File: config.mk
export PLATFORM = sky130hd
export DESIGN_NAME = serial_rx_addr
export DESIGN_NICKNAME = d
export VERILOG_FILES = /design/src/rtl/serial_rx_addr.sv
export SDC_FILE = /design/constraint.sdc
export NUM_CORES = 1
export LEC_CHECK = 0
export BUFFER_PORTS_ARGS = -buffer_cell sky130_fd_sc_hd__buf_2
export CAP_MARGIN = 20
export CORE_MARGIN = 2
export CORE_UTILIZATION = 26
export DETAILED_ROUTE_END_ITERATION = 8
export GPL_TIMING_DRIVEN = 1
export MAX_ROUTING_LAYER = met4
export PLACE_DENSITY = 0.48
export SLEW_MARGIN = 20
export SYNTH_ARGS = -nofsm -noshare
export SYNTH_HDL_FRONTEND = slang
export SYNTH_SLANG_ARGS = --single-unit
File: constraint.sdc
create_clock -name clk -period 6.9 [get_ports clk]
set_input_delay 0.345 -clock clk [delete_from_list [all_inputs] [get_ports clk]]
set_output_delay 0.345 -clock clk [all_outputs]
set_load 0.01 [all_outputs]
File: src/rtl/serial_rx_addr.sv
module serial_rx_addr #(
  parameter int OSR = 16,
  parameter int DW  = 8
) (
  input  logic          clk,
  input  logic          rst_n,
  input  logic          en,
  input  logic          nine_bit,
  input  logic          addr_det,
  input  logic          cont_rx,
  input  logic          tick,
  input  logic          rxd,
  input  logic          rd_pop,
  output logic [DW-1:0] rd_data,
  output logic          rd_ninth,
  output logic          rd_ferr,
  output logic          rd_valid,
  output logic          ovr_err,
  output logic          rx_idle
);
  localparam int PW  = $clog2(OSR);
  localparam int BW  = $clog2(DW + 3);
  localparam int MID = OSR / 2;
  localparam int EW  = DW + 2;

  logic [1:0]    sync;
  logic          rx_s;
  logic          busy;
  logic [PW-1:0] ph;
  logic [BW-1:0] bi;
  logic          s0, s1;
  logic [DW:0]   sh;
  logic [EW-1:0] mem [2];
  logic          wp, rp;
  logic [1:0]    cnt;

  wire           nine   = nine_bit | addr_det;
  wire  [BW-1:0] nb     = nine ? BW'(DW + 1) : BW'(DW);
  wire           active = en & cont_rx & ~ovr_err;
  wire           vote   = (s0 & s1) | (s0 & rx_s) | (s1 & rx_s);
  wire           decide = busy & tick & (ph == PW'(MID + 1));
  wire           fin    = decide & (bi > nb);
  wire  [DW-1:0] f_data = nine ? sh[DW-1:0] : sh[DW:1];
  wire           f_nine = nine & sh[DW];
  wire           keep   = fin & ~(addr_det & ~f_nine);
  wire           full   = (cnt == 2'd2);
  wire           push   = keep & ~full;
  wire           pop    = rd_pop & (cnt != 2'd0);

  assign rx_s     = sync[1];
  assign rx_idle  = ~busy;
  assign rd_valid = (cnt != 2'd0);
  assign {rd_ferr, rd_ninth, rd_data} = mem[rp];

  always_ff @(posedge clk or negedge rst_n)
    if (!rst_n) sync <= 2'b11;
    else        sync <= {sync[0], rxd};

  always_ff @(posedge clk or negedge rst_n) begin
    if (!rst_n) begin
      busy <= 1'b0;
      ph   <= '0;
      bi   <= '0;
      s0   <= 1'b1;
      s1   <= 1'b1;
      sh   <= '0;
    end else if (!active) begin
      busy <= 1'b0;
    end else if (tick) begin
      if (!busy) begin
        if (!rx_s) begin
          busy <= 1'b1;
          ph   <= PW'(1);
          bi   <= '0;
        end
      end else begin
        ph <= (ph == PW'(OSR - 1)) ? '0 : ph + 1'b1;
        if (ph == PW'(OSR - 1)) bi <= bi + 1'b1;
        if (ph == PW'(MID - 1)) s0 <= rx_s;
        if (ph == PW'(MID))     s1 <= rx_s;
        if (decide) begin
          if (bi == '0) begin
            if (vote) busy <= 1'b0;
          end else if (bi <= nb) begin
            sh <= {vote, sh[DW:1]};
          end else begin
            busy <= 1'b0;
          end
        end
      end
    end
  end

  always_ff @(posedge clk or negedge rst_n) begin
    if (!rst_n) begin
      wp      <= 1'b0;
      rp      <= 1'b0;
      cnt     <= 2'd0;
      ovr_err <= 1'b0;
      mem[0]  <= '0;
      mem[1]  <= '0;
    end else if (!en) begin
      wp      <= 1'b0;
      rp      <= 1'b0;
      cnt     <= 2'd0;
      ovr_err <= 1'b0;
    end else begin
      if (!cont_rx)         ovr_err <= 1'b0;
      else if (keep & full) ovr_err <= 1'b1;
      if (push) begin
        mem[wp] <= {~vote, f_nine, f_data};
        wp      <= ~wp;
      end
      if (pop) rp <= ~rp;
      cnt <= cnt + {1'b0, push} - {1'b0, pop};
    end
  end
endmodule

==> results.toml <==
[run_status]
run_status = "completed"

[critical_path]
startpoint_type = "flip-flop"
critical_path.slowest_cell = "sky130_fd_sc_hd__or3_2"
cp.buffers_inverters = 2
category_of_the_critical_setup_timing_path = "flip-flop to flip-flop"
crit_required_ns = 7.10
critPathTopFamily = "simple AND/OR/NAND/NOR gates"
cpMostUsedCell = "sky130_fd_sc_hd__ha_1"
critPathMaxStageDelay_ns = 0.54
cp_cell_sequence = "inv_1, ha_1, nor2_1, o311ai_2, or3_2, ha_1, inv_1, ha_1, xor2_1, xnor2_1, nor2_1"
max_fanout_on_critical_path = 6
critPathArrivalTime_ns = 2.87
endpoint_kind = "flip-flop"

[yosys]
postSynthCellCount = 190
post_synth_num_cell_types = 47
flip_flop_and_latch_count_after_synthesis = 47
mean_area_per_synthesized_cell_um2 = 12.88
main_synth_ff_type = "sky130_fd_sc_hd__dfrtp_1"
syn-cell-area_um2 = 2447
synth-edff-count = 0
ys_seq_area_frac = 0.4826
synthesis.nets = 207
synth_async_sr_flop_share = 1.000
yosysWarningCount = 0

[timing]
slew_violations = 0
rsz0062_at_grt = "no"
period_needed_ns = 2.668
max-slew-margin-rel = 0.4725
tightestPinTransition_ns = 0.7854
final_skew_ns = 0.01439
totalNegativeSetupSlack_ns = 0
max_freq_ghz = 0.3749
final.period_utilization = 0.3866
finish_stage_setup_viols = 0
final_hold_viol_count = 0

[cts]
cts_resized = 0
total_cts_buffers = 5
tritoncts = "done"
clock_tree.root_cell = "sky130_fd_sc_hd__clkbuf_8"
clock_tree_buf_depth = 2
cts-htree-levels = 2
worst_skew_pair_later_pin_latency_ns = 0.31
post-cts-setup-buffer-count = 0
clock_sink_count = 47
clk_pin_slew_worst_paths_ns = 0.09
post_cts_hold_buffer_count = 0

[grt]
grt_max_degree = 48
antenna_found_initial = 0
track_usage = 0.1056
vias_in_the_first_global_route = 1559
grt.overflow.total = 0
grt_first_pass_wirelength_mm = 8.176

[die]
dieArea_um2 = 10210
initial_core_util = 0.2661
die_w_um = 101.0
design.portCount = 22
die-height_um = 101.0
rows = 35
core_area_um2 = 9196

[power]
p_leak_nw = 1.360
p_per_area_nw_per_um2 = 189.7
vdd_ir_drop_max_mv = 0.1417
total_power_mw = 0.5318

[finish]
num_antenna_cells = 0
drive_gt1_frac = 0.4352
final_nets = 232
post-route-cell-area_um2 = 2803
layout-area-overhead-vs-synth_pct = 14.52
fillers = 938
fin_util = 0.3048

[routing]
vias_per_cell = 4.554
detail_route.wl_per_cell_um = 14.27
antenna_left = 0
dr.first_iter.drc_count = 65
drt_drc_violations_left = 0
drt_pass1_iterations = 4
wl_mm = 4.667
vias = 1489

[worst_hold_path]
worst_hold_path_type = "input pin to async pin"

[placement]
place.gp.congestion = 0.7249
io_buffer_count = 21
dpl-instance-area_um2 = 2676
place_hpwl_mm = 3.326

[run]
number_of_maximum_capacitance_constraint_violations = 0
-- layout make-up --
| class | instances | area [um2] | share of cell area |
|---|---|---|---|
| Tap cell | 111 | 138.9 | 0.04955 |
| Inverter | 10 | 37.54 | 0.01339 |
| Clock buffer | 5 | 68.82 | 0.02455 |
| Clock inverter | 3 | 47.55 | 0.01696 |
| Multi-Input combinational cell | 129 | 1214 | 0.4330 |
| Timing Repair Buffer | 22 | 115.1 | 0.04107 |
| Sequential cell | 47 | 1181 | 0.4214 |
-- placed cells by master (no fill, tap or decap), types with 2 or more instances in the layout --
| cell type | instances |
|---|---|
| sky130_fd_sc_hd__dfrtp_1 | 43 |
| sky130_fd_sc_hd__a22o_1 | 4 |
| sky130_fd_sc_hd__buf_2 | 20 |
| sky130_fd_sc_hd__nor2_1 | 5 |
| sky130_fd_sc_hd__mux2_4 | 9 |
| sky130_fd_sc_hd__clkbuf_8 | 5 |
| sky130_fd_sc_hd__nand2b_1 | 3 |
| sky130_fd_sc_hd__o31ai_1 | 3 |
| sky130_fd_sc_hd__and2_1 | 2 |
| sky130_fd_sc_hd__ha_1 | 8 |
| sky130_fd_sc_hd__nand4_1 | 2 |
| sky130_fd_sc_hd__xnor2_1 | 2 |
| sky130_fd_sc_hd__mux2_2 | 40 |
| sky130_fd_sc_hd__nor2b_1 | 2 |
| sky130_fd_sc_hd__dfstp_2 | 4 |
| sky130_fd_sc_hd__nand3_1 | 8 |
| sky130_fd_sc_hd__inv_1 | 10 |
| sky130_fd_sc_hd__a21oi_1 | 4 |
| sky130_fd_sc_hd__nand2_1 | 7 |
| sky130_fd_sc_hd__nor4_4 | 2 |
| sky130_fd_sc_hd__o21ai_0 | 2 |
| sky130_fd_sc_hd__buf_4 | 2 |
-- synth_stat cells, types with 2 or more instances --
master,instances,area (um2)
sky130_fd_sc_hd__dfrtp_1,43,1076
sky130_fd_sc_hd__mux2_2,40,450.4
sky130_fd_sc_hd__inv_1,10,37.54
sky130_fd_sc_hd__mux2_4,9,135.1
sky130_fd_sc_hd__ha_1,8,100.1
sky130_fd_sc_hd__nand3_1,8,40.04
sky130_fd_sc_hd__nand2_1,7,26.28
sky130_fd_sc_hd__nor2_1,5,18.77
sky130_fd_sc_hd__a21oi_1,4,20.02
sky130_fd_sc_hd__a22o_1,4,35.03
sky130_fd_sc_hd__dfstp_2,4,105.1
sky130_fd_sc_hd__clkbuf_1,3,11.26
sky130_fd_sc_hd__nand2b_1,3,18.77
sky130_fd_sc_hd__o31ai_1,3,22.52
sky130_fd_sc_hd__and2_1,2,12.51
sky130_fd_sc_hd__nand4_1,2,12.51
sky130_fd_sc_hd__nor2b_1,2,12.51
sky130_fd_sc_hd__nor4_4,2,42.54
sky130_fd_sc_hd__o21ai_0,2,10.01
sky130_fd_sc_hd__xnor2_1,2,17.52
-- per-stage QoR --
step	setup WS, ns	hold slack (ns)	std cells
CTS	3.993	0.1211	327
global placement	3.837	0.3459	319
finish	4.232	0.03544	327
floorplan	3.864	0.04941	190
global route	4.002	0.07667	327
detailed placement	3.762	0.3469	319
-- metal layers --
| layer | part of all wire | wire length, um | track usage |
|---|---|---|---|
| met5 | 0 | 0 | - |
| met4 | 0.012 | 57 | 0.03950 |
| met3 | 0.024 | 114 | 0.02288 |
| met2 | 0.46 | 2155 | 0.1503 |
| met1 | 0.50 | 2340 | 0.1470 |
-- state kept, by name (all words and copies together) (netlist names) --
| name | cells |
|---|---|
| cnt | 2 |
| mem | 20 |
| busy | 1 |
| s1 | 1 |
| ovr_err | 1 |
| bi | 4 |
| rp | 1 |
| sync | 2 |
| s0 | 1 |
| ph | 4 |
| wp | 1 |
| sh | 9 |
-- cells by family (layout without fill, tap and decap cells) --
group                    after synthesis  count (layout)  share of synthesized area
adder cells (fa/ha/maj)                9               9                    0.04499
XOR/XNOR                               3               3                    0.01074
buffers and inverters                 14              40                    0.02454
AND/OR/NAND/NOR                       47              47                     0.1345
multiplexers                          50              50                     0.2434
AO/OA/AOI/OAI                         20              20                    0.05931
flip-flops                            47              47                     0.4826
-- final timing paths --
check                      slack (ns)    start  endpoint  cells past startpoint
max                              4.23    bi[0]    cnt[1]                     11
min                              0.04    rst_n     ph[0]                      1
max reg2reg                      4.23    bi[0]    cnt[1]                     11
min reg2reg                      0.36  sync[0]   sync[1]                      0
max in group asynchronous        6.43    rst_n     sh[4]                      1
min in group clk                 0.14      rxd   sync[0]                      1
-- worst register-to-register path: cells and delay by family (launching register included) --
family	cells	cell delay, ns
simple gates	3	0.76
fa+ha+maj	3	0.75
flops	1	0.44
xor+xnor	2	0.29
compound gates	1	0.22
buf+inv	2	0.13
-- where the power goes --
part	total, mW	internal, mW	switching [mW]
clock	0.211	0.110	0.101
combinational	0.0301	0.0108	0.0192
sequential	0.290	0.281	0.00937
(Power assumes the default switching activity.)
